`src/rtl/gpio_banks.sv`:
```
module gpio_banks #(
  parameter int W0     = 8,
  parameter int W1     = 16,
  parameter int W2     = 0,
  parameter int W3     = 30,
  parameter int ADDR_W = 8
) (
  input  logic              pclk,
  input  logic              presetn,
  input  logic              psel,
  input  logic              penable,
  input  logic              pwrite,
  input  logic [ADDR_W-1:0] paddr,
  input  logic [31:0]       pwdata,
  output logic [31:0]       prdata,
  output logic              pready,
  output logic              pslverr,
  input  logic [127:0]      gpio_in,
  output logic [127:0]      gpio_out,
  output logic [127:0]      gpio_oe
);

  localparam int NB = 4;
  localparam int WA = ADDR_W - 2;
  localparam int IN_BASE = 20;
  localparam int WIDTHS [NB] = '{W0, W1, W2, W3};

  function automatic logic [31:0] lane_mask(input int w);
    if (w >= 32) return '1;
    if (w <= 0)  return '0;
    return (32'd1 << w) - 32'd1;
  endfunction

  localparam logic [127:0] PIN_MASK =
    {lane_mask(W3), lane_mask(W2), lane_mask(W1), lane_mask(W0)};

  logic          wr_en;
  logic [WA-1:0] word;
  logic [31:0]   rd_lane [NB];
  logic [1:0]    unused_lsb;

  assign wr_en      = psel & penable & pwrite;
  assign word       = paddr[ADDR_W-1:2];
  assign unused_lsb = paddr[1:0];
  assign pready     = 1'b1;
  assign pslverr    = 1'b0;

  for (genvar b = 0; b < NB; b++) begin : g_bank
    localparam logic [31:0]   M  = lane_mask(WIDTHS[b]);
    localparam logic [WA-1:0] DW = WA'(3 * b);
    localparam logic [WA-1:0] RW = WA'(3 * b + 1);
    localparam logic [WA-1:0] IW = WA'(IN_BASE + b);

    if (WIDTHS[b] > 0) begin : g_on
      logic [31:0] dout_q, dir_q, s1_q, s2_q;

      always_ff @(posedge pclk or negedge presetn) begin
        if (!presetn) begin
          dout_q <= '0;
          dir_q  <= '0;
          s1_q   <= '0;
          s2_q   <= '0;
        end else begin
          if (wr_en && word == DW) dout_q <= pwdata & M;
          if (wr_en && word == RW) dir_q  <= pwdata & M;
          s1_q <= gpio_in[32*b +: 32] & M;
          s2_q <= s1_q;
        end
      end

      assign rd_lane[b] = (word == DW) ? dout_q :
                          (word == RW) ? dir_q  :
                          (word == IW) ? s2_q   : '0;
      assign gpio_out[32*b +: 32] = dout_q;
      assign gpio_oe[32*b +: 32]  = dir_q;
    end else begin : g_off
      logic [31:0] unused_in;
      assign unused_in = gpio_in[32*b +: 32];
      assign rd_lane[b] = '0;
      assign gpio_out[32*b +: 32] = '0;
      assign gpio_oe[32*b +: 32]  = '0;
    end
  end

  always_comb begin
    prdata = '0;
    if (psel)
      for (int b = 0; b < NB; b++) prdata = prdata | rd_lane[b];
  end

endmodule

```
`config.mk`:
```
export PLATFORM = sky130hd
export DESIGN_NAME = gpio_banks
export DESIGN_NICKNAME = d
export VERILOG_FILES = /design/src/rtl/gpio_banks.sv
export SDC_FILE = /design/constraint.sdc
export NUM_CORES = 1
export LEC_CHECK = 0
export CAP_MARGIN = 20
export CELL_PAD_IN_SITES_DETAIL_PLACEMENT = 0
export CELL_PAD_IN_SITES_GLOBAL_PLACEMENT = 1
export CORE_AREA = 3 3 181 183
export CTS_BUF_LIST = sky130_fd_sc_hd__clkbuf_16
export DETAILED_ROUTE_END_ITERATION = 10
export DIE_AREA = 0 0 184 186
export GPL_TIMING_DRIVEN = 0
export PLACE_DENSITY = 0.79
export REMOVE_ABC_BUFFERS = 1
export SLEW_MARGIN = 5
export SYNTH_ARGS = -nofsm -noshare
export SYNTH_HDL_FRONTEND = slang
export SYNTH_SLANG_ARGS = --single-unit
```
`constraint.sdc`:
```
create_clock -name pclk -period 4.4 [get_ports pclk]
set_input_delay 0.66 -clock pclk [delete_from_list [all_inputs] [get_ports pclk]]
set_output_delay 0.66 -clock pclk [all_outputs]
set_load 0.01 [all_outputs]
```
# Word-level counts from Yosys, hierarchy flattened
# Cells that the tools add are included.
# word_totals
register_bits,216
rom_bits,0
wordCells,41
latch_bits,0
memories,0
ram_bits,0
out_inout_bits,290
# op_classes
n_addsub,0
n_mul,0
shift,0
div,0
n_reduce_logical,7
n_mux,10
magnitude_cmp,0
bitwise,4
n_eq_ne,8
# op_table
cell,count
30-bit two-way mux,3
16-bit two-way mux,3
32-bit two-way mux,1
32-bit bitwise OR,1
8-bit two-way mux,3
6-bit by 5-bit == test with 1-bit output (second input constant),3
8-bit by 16-bit bitwise OR with 16-bit output,1
6-bit by 4-bit == test with 1-bit output (second input constant),2
6-bit by 1-bit == test with 1-bit output (second input constant),1
6-bit by 2-bit == test with 1-bit output (second input constant),1
6-bit by 3-bit == test with 1-bit output (second input constant),1
1-bit logical AND,6
6-bit logical NOT,1
1-bit bitwise AND,2

# Longest topological paths before layout
# logic_depth
depth_word,7
depth_mapped,7

# Worst setup path before layout
# No wires, ideal clock.
# synth_path
path_kind,input to output
start,in paddr[2]
end,out prdata[0]
t_arrival_ns,2.220
cell_stages,6
path_slack_ns,1.520
required_ns,3.740
n_path_buf,2
cell_sequence,buf_4 -> or4b_4 -> nor3_4 -> buf_2 -> a22oi_1 -> a41oi_1
# synth_between
elab_chain_len,7
# synth_lines
element,line_no,text
"start, declared",13,"input logic [ADDR_W-1:0] paddr,"
6-bit by 5-bit == test with 1-bit output,73,(word == IW) ? s2_q : '0;
8-bit two-way mux or 16-bit two-way mux (tied branches),73,
8-bit two-way mux or 16-bit two-way mux (tied branches),72,(word == RW) ? dir_q :
8-bit two-way mux or 16-bit two-way mux (tied branches),71,assign rd_lane[b] = (word == DW) ? dout_q :
8-bit by 16-bit bitwise OR with 16-bit output,88,for (int b = 0; b < NB; b++) prdata = prdata | rd_lane[b];
32-bit bitwise OR (*),88,
32-bit two-way mux (*),87,if (psel)
"end, declared",15,"output logic [31:0] prdata,"
# Mark *: on every way between the ends. The rest lies on a longest branch, timed or not.

# Final worst setup path
# layout_path
start,in paddr[5]
end,out prdata[9]
# layout_between
elab_chain_len,7
# layout_lines
element,line_no
6-bit by 5-bit == test with 1-bit output,73
16-bit two-way mux,73
16-bit two-way mux,72
16-bit two-way mux,71
8-bit by 16-bit bitwise OR with 16-bit output,88
32-bit bitwise OR (*),88
32-bit two-way mux (*),87
# Marked as above.

==> results.cfg <==
[outcome]
status = completed

[power_and_ir_drop]
ir_worst_vdd_uv = 194
p_per_area_nw_per_um2 = 373
p_leak_nw = 5.54

[timing]
fin_hold_ws_ps = 179
tightest_slew_ps = 859
fin_crit_ps = 4210
finalClockSkew_ps = 6.68
setup_viol = 0
maxSlewViolCount = 0
final.period_utilization = 0.956
setup-tns-final_ps = 0
grt_setup_unrepaired = no
fmax_mhz = 238
slew_headroom = 0.423
finalWorstSetupSlack_ps = 195
finalHoldViolations = 0

[floorplan]
core-area_sq_um = 31400
dieArea_sq_um = 34200
initial_utilization = 0.290
ios = 463
die_w_um = 184
fp.dieH_um = 186
rows = 65

[setup_path]
cp-start-kind = primary input
cp.arrival_ps = 3550
reg2reg_to = g_bank[3].g_on.dir_q[15]
rr_startpoint = g_bank[3].g_on.dir_q[15]
crit_buf_inv = 5
endpoint_kind = primary output
r2r_cells = 1
cp_slowest_cell = or4b_1
crit_top_cell = buf_6
critical_path.top_delay_family = buffers and inverters
crit_required_ps = 3740
max_stage_delay_ps = 670
rrSetupSlack_ps = 3590
cp_max_fo = 11
crit_type = primary input to primary output
crit_path_cell_trace = clkdlybuf4s50_1 -> or4b_1 -> nor3b_4 -> buf_6 -> buf_6 -> buf_6 -> a222oi_1 -> a21oi_1 -> clkdlybuf4s50_1

[detailed_routing]
drc_errors = 0
drtPass1Iterations = 8
avgRoutedWirePerCell_um = 18.7
vias = 5769
routed_wl_mm = 25.3
drtIter0Drc = 284
vias_per_cell = 4.28
ant_nets = 0

[cts]
holdBufCountCts = 0
cts_tree = built
htreeDepth = 1
cts-root-buf = clkbuf_16
clkTransAtPathRegs_ps = 60
clockBufferDepth = 3
numCtsBuffers = 24
numClockSinks = 216
clock_latency_ps = 510

[grt]
grtUsageMet3 = 0.0313
use_met1 = 0.187
grt_max_degree = 113
grt_use_met2 = 0.235
grt_pass1_vias = 5818
busiest_layer = met2
grt_usage = 0.141
grt-ovfl-total = 0
antenna_found_initial = 1
grt_pass1_wl_mm = 36.6

[place]
hpwlAfterDp_mm = 18.0
portBuffers = 232
dp_slack_ps = -291
gp_congestion = 0.717
post_dp_cell_area_sq_um = 11500

[run]
maxCapViolations = 0

[synth]
syn_inst = 680
synth_area_per_cell_sq_um = 13.4
ys_types = 33
synth_area_sq_um = 9110
yosys_warnings = 0
synth_seq_cells = 216
ys_seq_area_frac = 0.594

[final_layout]
final_area_sq_um = 12400
final_common_cell = clkdlybuf4s50_1
area_growth_pct = 36.5
nets = 1102
drive_above_1_share = 0.205
final_cell_mix = clkdlybuf4s50_1 (229), dfrtp_1 (216), conb_1 (152), mux2_2 (105), nand2_1 (36)

[hold_path]
hold_class = primary input to asynchronous set/reset pin
==> flip-flops by register name, summed over array words and instances, names as in the netlist <==
register / count
g_bank.g_on.s1_q: 54
g_bank.g_on.dir_q: 54
g_bank.g_on.dout_q: 54
g_bank.g_on.s2_q: 54
==> worst max-delay path by stage <==
stage	start	end	slack (ps)	depth (start not counted)
5_1_grt	paddr[5]	prdata[9]	20	9
2_1_floorplan	paddr[4]	prdata[11]	240	4
6_report	paddr[5]	prdata[9]	190	9
3_3_place_gp	presetn	g_bank[3].g_on.dir_q[18]	-6280	1
3_5_place_dp	paddr[5]	prdata[9]	-290	9
4_1_cts	paddr[5]	prdata[14]	30	7
==> cell usage after synthesis <==
cell type  count  area (sq um)
a21oi_1       32           160
a221oi_1       3          26.3
a222oi_1      13           130
a22oi_1       25           188
a31oi_1        6          37.5
a41oi_1        5          43.8
buf_2          9          45.0
buf_4        153          1150
buf_6          1          11.3
clkbuf_1      20          75.1
conb_1         2          7.51
dfrtp_1      216          5410
inv_1          1          3.75
mux2_1         6          67.6
mux2_2       105          1180
mux2_4        10           150
mux2i_1        3          30.0
nand2_1       36           135
nand2b_1       1          6.26
nand3_1        1          5.00
nand4_4        1          21.3
nand4bb_1      1          11.3
nor2_1         4          15.0
nor3_1         4          20.0
nor3_2         2          20.0
nor3_4         1          16.3
nor3b_1        1          7.51
nor4_4         1          21.3
nor4b_2        1          15.0
o21ai_0       13          65.1
or4_4          1          11.3
or4b_1         1          10.0
or4b_4         1          13.8
==> power breakdown <==
| part | total [W] | switching, W | leakage [nW] | internal, W |
|---|---|---|---|---|
| combinational | 0.000438 | 0.000224 | 2.38 | 0.000214 |
| sequential | 0.00214 | 0.0000509 | 2.75 | 0.00208 |
| clock | 0.00206 | 0.000795 | 0.417 | 0.00126 |
| total | 0.00463 | 0.00107 | 5.54 | 0.00356 |
==> final cells by class <==
| class | instances | area [sq um] |
|---|---|---|
| flip-flops and latches | 216 | 5410 |
| diodes | 1 | 2.50 |
| inverters | 1 | 3.75 |
| multi-input cells | 430 | 3030 |
| clock buffers | 25 | 626 |
| fillers | 2951 | 19000 |
| well taps | 402 | 503 |
| repair buffers | 256 | 2670 |
| clock inverters | 18 | 190 |
==> per-layer routing <==
layer,part of all wire,up-vias
met2,0.49,226
met1,0.42,2931
met3,0.068,31
met5,0,-
met4,0.019,0
li1,-,2581
==> through the flow <==
stage | cells | total power, W | util
final | 1349 | 0.00463 | 0.396
after global routing | 1349 | 0.00484 | 0.396
after CTS | 1344 | 0.00471 | 0.394
after detailed placement | 1300 | 0.00261 | 0.368
after global placement | 1281 | 0.00260 | 0.357
after floorplan | 647 | 0.00231 | -
==> timing repair <==
action	CTS	global route
buffers inserted	1	3
pin swaps	1	1
setup endpoints to repair	16	8
resized for setup	1	2
==> cells by family after synthesis <==
group                  synth area share
muxes                             0.157
AOI/OAI and AO/OA                0.0714
and+or+nand+nor                  0.0361
other                          0.000825
buffers and inverters             0.141
DFF                               0.594
(Power assumes the default switching activity.)
